`src/rtl/cust_fwd_pkg.sv`:
```
package cust_fwd_pkg;
  localparam int XLEN   = 32;
  localparam int REG_AW = 5;
  localparam int OPC_W  = 6;
  localparam int MASK_W = 3;
  localparam int COP_W  = 8;
  localparam int EXT_W  = MASK_W + COP_W;

  typedef enum logic [1:0] {
    SRC_RF    = 2'd0,
    SRC_EXMEM = 2'd1,
    SRC_MEMWB = 2'd2
  } opSrc_e;

  typedef struct packed {
    logic   captureEn;
    logic   valid;
    logic   isCustom;
    logic   illegal;
    opSrc_e srcA;
    opSrc_e srcB;
    logic   takeC;
    logic   takeD;
  } ctrlStrobe_t;
endpackage

```
`src/rtl/cust_fwd_ctrl.sv`:
```
module cust_fwd_ctrl
  import cust_fwd_pkg::*;
#(
  parameter logic [OPC_W-1:0] CUST_OPCODE = 6'b111010
) (
  input  logic              idValid,
  input  logic [OPC_W-1:0]  opField,
  input  logic [REG_AW-1:0] rsField,
  input  logic [REG_AW-1:0] rtField,
  input  logic [MASK_W-1:0] maskField,
  input  logic              exMemWrites,
  input  logic [REG_AW-1:0] exMemDest,
  input  logic              memWbWrites,
  input  logic [REG_AW-1:0] memWbDest,
  input  logic              mulBusy,
  input  logic              dMiss,
  input  logic              wbWeIn,
  output logic              rfReadEnA,
  output logic              rfReadEnB,
  output logic              freeze,
  output logic              rfWeOut,
  output ctrlStrobe_t       strobe
);
  logic isCust;

  function automatic opSrc_e pickSrc(input logic [REG_AW-1:0] src,
                                     input logic emW, input logic [REG_AW-1:0] emD,
                                     input logic mwW, input logic [REG_AW-1:0] mwD);
    if (src != '0 && emW && emD == src)      return SRC_EXMEM;
    else if (src != '0 && mwW && mwD == src) return SRC_MEMWB;
    else                                     return SRC_RF;
  endfunction

  always_comb begin
    isCust = idValid && (opField == CUST_OPCODE);
    freeze = mulBusy | dMiss;
    rfWeOut = wbWeIn & ~freeze;

    strobe.captureEn = ~freeze;
    strobe.valid     = idValid;
    strobe.isCustom  = isCust;
    strobe.srcA      = pickSrc(rsField, exMemWrites, exMemDest, memWbWrites, memWbDest);
    strobe.srcB      = pickSrc(rtField, exMemWrites, exMemDest, memWbWrites, memWbDest);
    strobe.takeC     = isCust && maskField[0] && memWbWrites;
    strobe.takeD     = isCust && maskField[1] && exMemWrites;
    strobe.illegal   = isCust && (maskField[2]
                                  || (maskField[0] && !memWbWrites)
                                  || (maskField[1] && !exMemWrites));

    rfReadEnA = idValid && (strobe.srcA == SRC_RF);
    rfReadEnB = idValid && (strobe.srcB == SRC_RF);
  end
endmodule

```
`src/rtl/cust_fwd_datapath.sv`:
```
module cust_fwd_datapath
  import cust_fwd_pkg::*;
(
  input  logic              clk,
  input  logic              rstN,
  input  ctrlStrobe_t       strobe,
  input  logic              freeze,
  input  logic [REG_AW-1:0] rdField,
  input  logic [COP_W-1:0]  copField,
  input  logic [XLEN-1:0]   rfDataA,
  input  logic [XLEN-1:0]   rfDataB,
  input  logic [XLEN-1:0]   exMemResult,
  input  logic [XLEN-1:0]   memWbResult,
  output logic              exValid,
  output logic              exIsCustom,
  output logic              exIllegal,
  output logic [COP_W-1:0]  exCop,
  output logic [REG_AW-1:0] exDest,
  output logic [XLEN-1:0]   exOpA,
  output logic [XLEN-1:0]   exOpB,
  output logic [XLEN-1:0]   exOpC,
  output logic [XLEN-1:0]   exOpD
);
  logic [XLEN-1:0] nxtA, nxtB, nxtC, nxtD;

  function automatic logic [XLEN-1:0] srcMux(input opSrc_e sel,
                                             input logic [XLEN-1:0] rf,
                                             input logic [XLEN-1:0] em,
                                             input logic [XLEN-1:0] mw);
    case (sel)
      SRC_EXMEM: return em;
      SRC_MEMWB: return mw;
      default:   return rf;
    endcase
  endfunction

  always_comb begin
    nxtA = srcMux(strobe.srcA, rfDataA, exMemResult, memWbResult);
    nxtB = srcMux(strobe.srcB, rfDataB, exMemResult, memWbResult);
    nxtC = strobe.takeC ? memWbResult : '0;
    nxtD = strobe.takeD ? exMemResult : '0;
  end

  always_ff @(posedge clk or negedge rstN) begin
    if (!rstN) begin
      exValid    <= 1'b0;
      exIsCustom <= 1'b0;
      exIllegal  <= 1'b0;
      exCop      <= '0;
      exDest     <= '0;
      exOpA      <= '0;
      exOpB      <= '0;
      exOpC      <= '0;
      exOpD      <= '0;
    end else if (strobe.captureEn) begin
      exValid    <= strobe.valid;
      exIsCustom <= strobe.isCustom;
      exIllegal  <= strobe.illegal;
      exCop      <= strobe.isCustom ? copField : '0;
      exDest     <= strobe.valid ? rdField : '0;
      exOpA      <= strobe.valid ? nxtA : '0;
      exOpB      <= strobe.valid ? nxtB : '0;
      exOpC      <= nxtC;
      exOpD      <= nxtD;
    end
  end

  // a frozen cycle leaves the execute-stage register untouched
  a_r7_hold_frozen: assert property (@(posedge clk) disable iff (!rstN)
    freeze |=> ($stable(exOpA) && $stable(exOpB) && $stable(exOpC)
                && $stable(exOpD) && $stable(exValid) && $stable(exCop)));

  // an unfrozen valid decode is captured at the next edge
  a_r10_capture: assert property (@(posedge clk) disable iff (!rstN)
    (!freeze && strobe.valid) |=> exValid);

  // plain instructions never carry extra operands or flags
  a_r9_plain_clean: assert property (@(posedge clk) disable iff (!rstN)
    (exValid && !exIsCustom) |-> (exOpC == '0 && exOpD == '0 && !exIllegal && exCop == '0));

  // nothing valid right after reset
  a_r1_idle_after_reset: assert property (@(posedge clk) disable iff (!rstN)
    !exValid |-> !exIllegal);
endmodule

```
`src/rtl/cust_operand_fwd.sv`:
```
module cust_operand_fwd
  import cust_fwd_pkg::*;
(
  input  logic              clk,
  input  logic              rstN,
  input  logic              idValid,
  input  logic [31:0]       idInstr,
  input  logic [XLEN-1:0]   rfDataA,
  input  logic [XLEN-1:0]   rfDataB,
  input  logic              exMemWrites,
  input  logic [REG_AW-1:0] exMemDest,
  input  logic [XLEN-1:0]   exMemResult,
  input  logic              memWbWrites,
  input  logic [REG_AW-1:0] memWbDest,
  input  logic [XLEN-1:0]   memWbResult,
  input  logic              mulBusy,
  input  logic              dMiss,
  input  logic              wbWeIn,
  output logic [REG_AW-1:0] rfAddrA,
  output logic [REG_AW-1:0] rfAddrB,
  output logic              rfReadEnA,
  output logic              rfReadEnB,
  output logic              freeze,
  output logic              rfWeOut,
  output logic              exValid,
  output logic              exIsCustom,
  output logic              exIllegal,
  output logic [COP_W-1:0]  exCop,
  output logic [REG_AW-1:0] exDest,
  output logic [XLEN-1:0]   exOpA,
  output logic [XLEN-1:0]   exOpB,
  output logic [XLEN-1:0]   exOpC,
  output logic [XLEN-1:0]   exOpD
);
  logic [OPC_W-1:0]  opField;
  logic [REG_AW-1:0] rsField, rtField, rdField;
  logic [MASK_W-1:0] maskField;
  logic [COP_W-1:0]  copField;
  ctrlStrobe_t       strobe;

  assign opField   = idInstr[31:26];
  assign rsField   = idInstr[25:21];
  assign rtField   = idInstr[20:16];
  assign rdField   = idInstr[15:11];
  assign maskField = idInstr[EXT_W-1:COP_W];
  assign copField  = idInstr[COP_W-1:0];
  assign rfAddrA   = rsField;
  assign rfAddrB   = rtField;

  cust_fwd_ctrl u_ctrl (
    .idValid(idValid), .opField(opField), .rsField(rsField), .rtField(rtField),
    .maskField(maskField), .exMemWrites(exMemWrites), .exMemDest(exMemDest),
    .memWbWrites(memWbWrites), .memWbDest(memWbDest), .mulBusy(mulBusy),
    .dMiss(dMiss), .wbWeIn(wbWeIn), .rfReadEnA(rfReadEnA), .rfReadEnB(rfReadEnB),
    .freeze(freeze), .rfWeOut(rfWeOut), .strobe(strobe)
  );

  cust_fwd_datapath u_dp (
    .clk(clk), .rstN(rstN), .strobe(strobe), .freeze(freeze), .rdField(rdField),
    .copField(copField), .rfDataA(rfDataA), .rfDataB(rfDataB),
    .exMemResult(exMemResult), .memWbResult(memWbResult), .exValid(exValid),
    .exIsCustom(exIsCustom), .exIllegal(exIllegal), .exCop(exCop), .exDest(exDest),
    .exOpA(exOpA), .exOpB(exOpB), .exOpC(exOpC), .exOpD(exOpD)
  );
endmodule

```
`config.mk`:
```
export PLATFORM = sky130hd
export DESIGN_NAME = cust_operand_fwd
export DESIGN_NICKNAME = d
export VERILOG_FILES = /design/src/rtl/cust_fwd_pkg.sv /design/src/rtl/cust_fwd_ctrl.sv /design/src/rtl/cust_fwd_datapath.sv /design/src/rtl/cust_operand_fwd.sv
export SDC_FILE = /design/constraint.sdc
export NUM_CORES = 1
export LEC_CHECK = 0
export BUFFER_PORTS_ARGS = -buffer_cell sky130_fd_sc_hd__clkbuf_2
export CORE_AREA = 2 2 129 131
export DETAILED_ROUTE_END_ITERATION = 10
export DIE_AREA = 0 0 131 133
export HOLD_SLACK_MARGIN = 0.15
export PLACE_DENSITY = 0.9
export REMOVE_ABC_BUFFERS = 1
export SYNTH_ARGS = -nofsm -noshare
export SYNTH_HDL_FRONTEND = slang
export SYNTH_HIERARCHICAL = 1
export SYNTH_SLANG_ARGS = --single-unit
```
`constraint.sdc`:
```
create_clock -name clk -period 1.25 [get_ports clk]
set_input_delay 0 -clock clk [delete_from_list [all_inputs] [get_ports clk]]
set_output_delay 0 -clock clk [all_outputs]
set_load 0.05 [all_outputs]
```
=== Word-level counts from Yosys, hierarchy flattened ===
Cells that the tools add are included.

* Word-level logic and storage cells: 59
* Register bits after elaboration: 144
* Input bits: 178
* Output and inout port bits: 158

* Equal/unequal tests: 9
* Bitwise logic cells: 3
* Reduce and logical (&&, ||, !) cells: 26
* Muxes and demuxes: 12

{| class="wikitable"
|+ Operators with widths
! operator !! number
|-
| 32-bit two-way mux || 4
|-
| 32-bit one-hot mux with 2 select lines || 2
|-
| 5-bit equality test || 4
|-
| 1-bit logical AND || 18
|-
| 5-bit nonzero test || 2
|-
| 2-bit two-way mux || 4
|-
| 8-bit two-way mux || 1
|-
| 6-bit equality test (second input constant) || 1
|-
| 5-bit two-way mux || 1
|-
| 2-bit by 1-bit equality test with 1-bit output (second input constant) || 2
|-
| 2-bit equality test (second input constant) || 2
|-
| 2-bit zero test || 2
|-
| 1-bit zero test || 2
|-
| 1-bit logical OR || 2
|-
| 1-bit AND || 1
|-
| 1-bit NOT || 1
|-
| 1-bit bitwise OR || 1
|}

=== Longest topological paths before layout ===
* Depth in word-level cells: 8
* Gate-level depth with buffers: 9

=== By module ===
The synthesis kept the hierarchy.

{| class="wikitable"
|+ By module, submodules not included
! module !! sequential area each (um^2) !! instances !! area each (um^2) !! cells an instance
|-
| cust_fwd_datapath || 3603.5 || 1 || 7190.6 || 708
|-
| cust_fwd_ctrl || 0.0 || 1 || 405.4 || 51
|-
| cust_operand_fwd || 0.0 || 1 || 75.1 || 10
|}

=== Worst setup path after synthesis ===
OpenSTA, ideal clock, no wires.

* Path type: input to register
* Start: input idInstr[22]
* End: register u_dp.exOpA[19]
* Path buffers: 2
* Required time: 1116 ps
* Slack: -861 ps
* Stages on the path: 9
* Arrival time: 1977 ps
* Cell sequence: or4_4 > nor2_4 > nor4_2 > nor4_2 > ha_1 > buf_2 > clkbuf_1 > a221oi_1 > o32ai_2

{| class="wikitable"
|+ RTL lines
! item !! RTL line !! source
|-
| from (decl) || cust_operand_fwd.sv:7 || <nowiki>input logic [31:0] idInstr,</nowiki>
|-
| to (signal assigned) || cust_fwd_datapath.sv:61 || <nowiki>exOpA <= strobe.valid ? nxtA : '0;</nowiki>
|-
| to (decl) || cust_fwd_datapath.sv:19 || <nowiki>output logic [XLEN-1:0] exOpA,</nowiki>
|}

==> run_results.csv <==
group,metric,value,unit
run_status,status,"finished with violations",
run_status,violations,"negative setup slack",
global_route,grt_pass1_wl,52400,um
power,ir_drop,1000,uV
sta,whs,0.0855,ns
synthesis,yosysTopAreaCellShare,47.0,%
floorplan,start_util,47.4,%
clock_network,cts_hold_buf,150,
global_route,grt_max_degree,44,
sta,fin_crit,2.05,ns
floorplan,die_y,133,um
critical_path,crit_type,"in -> reg",
clock_network,cts_made_buffers,17,
placement,hpwl,18700,um
floorplan,io_pins,336,
global_route,overflow,0,
finish,num-nets-final,1470,
sta,max_freq,487,MHz
detailed_routing,vias,9587,
global_route,antenna_found_initial,1,
sta,maxSlewHeadroom,69.8,%
synthesis,synthCells,769,
synthesis,synthDistinctLibCells,30,
synthesis,synth-async-reset-ratio,100,%
sta,finalHoldViolCount,0,
sta,setup_viol,68,
synthesis,synth_top_area_cell,"dfrtp_1",
power,leakage,6.45,nW
sta,skew,0,ns
synthesis,synth-simple-area-share,12.6,%
finish,fill_cells,664,
critical_path,worst_ep_required_time,1.56,ns
synthesis,yosys.cell_count.top_type,"inv_1",
synthesis,synthMuxAreaShare,0.294,%
critical_path,critical_path_arrival,2.36,ns
synthesis,synth_common_cells,"149 x inv_1, 144 x dfrtp_1, 78 x o21ai_0, 77 x nand3_1",
clock_network,htree_levels,4,
synthesis,synth_top_family_by_area,"compound AO/OA/AOI/OAI gates",
sta,setup_ws,-0.803,ns
synthesis,synth_area_leaders,"dfrtp_1 47%, o32ai_2 10%, a221oi_1 7.3%, inv_1 7.3%, nor2b_1 5.2%",
synthesis,ys_seq_elements,144,
floorplan,core,16200,um^2
global_route,grt_pass1_vias,9735,
floorplan,die_area,17400,um^2
detailed_routing,route.detailed.drc,0,
sta,worst_pin_slew,0.454,ns
detailed_routing,first_pass_iters,6,
synthesis,syn-cell-area,7670,um^2
placement,dpl_worst_slack,-1.12,ns
power,powerDensity,1050,nW/um^2
synthesis,synth_edf_count,0,
global_route,groute.usage.overall,39.7,%
finish,syn2layout_area_growth,81.2,%
detailed_routing,totalWireLength,41700,um
floorplan,die_w,131,um
placement,routabilityCongestion,0.876,
detailed_routing,route.antenna.remaining_nets,0,
detailed_routing,routed_via_density,6.30,
placement,port_buffers,335,
clock_network,clkTransAtPathRegs,0.07,ns
clock_network,clk_latency,0.42,ns
floorplan,core.rowCount,47,
synthesis,synth_seq_area_share,47.0,%
critical_path,critPathCaptureType,"flip-flop",
sta,grt_setup_unrepaired,"true",
critical_path,cp-start-kind,"input port",
detailed_routing,drt_iter0_drc,1148,
synthesis,synth_flop_cell,"dfrtp_1",
job,maxCapViolations,0,
synthesis,synth_compound_area_share,24.8,%
sta,maxSlewViolCount,0,
synthesis,synth_adder_area_share,0.652,%
placement,post-place-cells,1310,
clock_network,cts.sinks,144,
critical_path,critPathMaxFanout,16,
synthesis,yosysWarningCount,6,
finish,drive_gt1_share,48.0,%
clock_network,cts_tree,"done",
clock_network,cts_buffer_depth,2,
synthesis,synth_area_per_cell,9.98,um^2
clock_network,root_buffer,"clkbuf_16",
finish,layout.cells.non_filler,1522,
sta,min_period_over_period,164,%
detailed_routing,routedWlPerCell,27.4,um
synthesis,synth_xor_area_share,2.28,%
min_path,min_path_type,"in -> reg",
## sequential cells by signal, summed over array words and instances (netlist names)
signal and flops:
u_dp/exCop 8, u_dp/exDest 5, u_dp/exIllegal 1, u_dp/exIsCustom 1, u_dp/exOpA 32, u_dp/exOpB 32
u_dp/exOpC 32, u_dp/exOpD 32, u_dp/exValid 1
## area by class of cell
cell class	instances	area (um^2)	area share, %
clock buffers	18	429	3.09
flip-flops and latches	144	3600	25.9
clock inverters	14	145	1.04
inverters	149	569	4.10
diodes	1	2.50	0.0180
repair buffers	576	4520	32.5
well taps	220	275	1.98
multi-input cells	400	4360	31.3
## worst max-delay path, cell delays in order
cell	delay, ns
buf_6	0.09
or4_4	0.56
nor2_4	0.18
nor4_4	0.06
nor4_4	0.38
ha_4	0.29
buf_12	0.14
buf_16	0.16
nor2b_1	0.16
o32ai_2	0.34
## kinds of logic (layout without fill, tap and decap cells)
kind of cell,after synthesis,in the layout
AND/OR/NAND/NOR,164,164
flip-flops,144,144
other,0,1
AO/OA/AOI/OAI,210,210
adder cells (fa/ha/maj),4,4
multiplexers,2,2
XOR/XNOR,20,20
buffers and inverters,225,757
## cell usage in the layout (no fill, tap or decap), types with 3 or more instances in the layout
cell type,n
dlygate4sd3_1,149
nor4_4,3
inv_6,7
clkinvlp_4,3
dfrtp_1,144
nand3_1,77
clkbuf_2,329
o21ai_0,78
buf_6,18
nor2b_1,53
buf_12,29
nor2b_4,9
nand4_1,5
clkbuf_16,26
a221oi_4,45
buf_4,38
o32ai_1,3
nor2_4,4
xor2_1,4
inv_1,145
xnor2_1,13
ha_4,4
a221oi_2,19
o32ai_2,60
## final timing paths
path                                start             end  slack (ns)  depth (start not counted)
min in group asynchronous            rstN   u_dp/exOpC[9]        0.62                          3
setup / recovery              idInstr[25]  u_dp/exOpA[19]       -0.80                         10
hold reg to reg            u_dp/exOpC[31]  u_dp/exOpC[31]        0.52                          2
hold / removal                idInstr[26]   u_dp/exCop[2]        0.09                          5
setup reg to reg           u_dp/exOpC[19]  u_dp/exOpC[19]        0.29                          2
max in group asynchronous            rstN   u_dp/exOpA[6]        0.12                          4
## power by group
part	switching [mW]	total, mW	leakage [nW]	internal (mW)
logic	2.74	4.25	4.24	1.51
clock network	2.37	5.18	0.273	2.81
registers	0.234	5.17	1.94	4.94
## per-layer routing
layer	routed length [um]	track usage [%]
met1	13300	41.8
met2	19700	66.1
met3	4710	11.5
met4	3990	29.9
met5	57	0
## stage by stage
| step | TNS [ns] | area [um^2] | power (mW) | utilization, % |
|---|---|---|---|---|
| after global routing | -45.99 | 13900 | 14.9 | 85.9 |
| after detailed placement | -79.60 | 10100 | 8.29 | 62.2 |
| after floorplan | -676.58 | 7280 | 7.00 | - |
| after CTS | -30.57 | 12900 | 13.9 | 79.8 |
| final | -42.21 | 13900 | 14.6 | 85.9 |
| after global placement | -72.42 | 10100 | 8.21 | 62.2 |
## what timing repair did
| action | in CTS | in global routing |
|---|---|---|
| cloned | 3 | 9 |
| hold endpoints to repair | 286 | 7 |
| setup buffers | 6 | 17 |
| pin swaps | 30 | 46 |
| gates resized for setup | 93 | 113 |
| endpoints found under the setup margin | 66 | 118 |
Note: power is estimated with default switching activity, not from simulation.
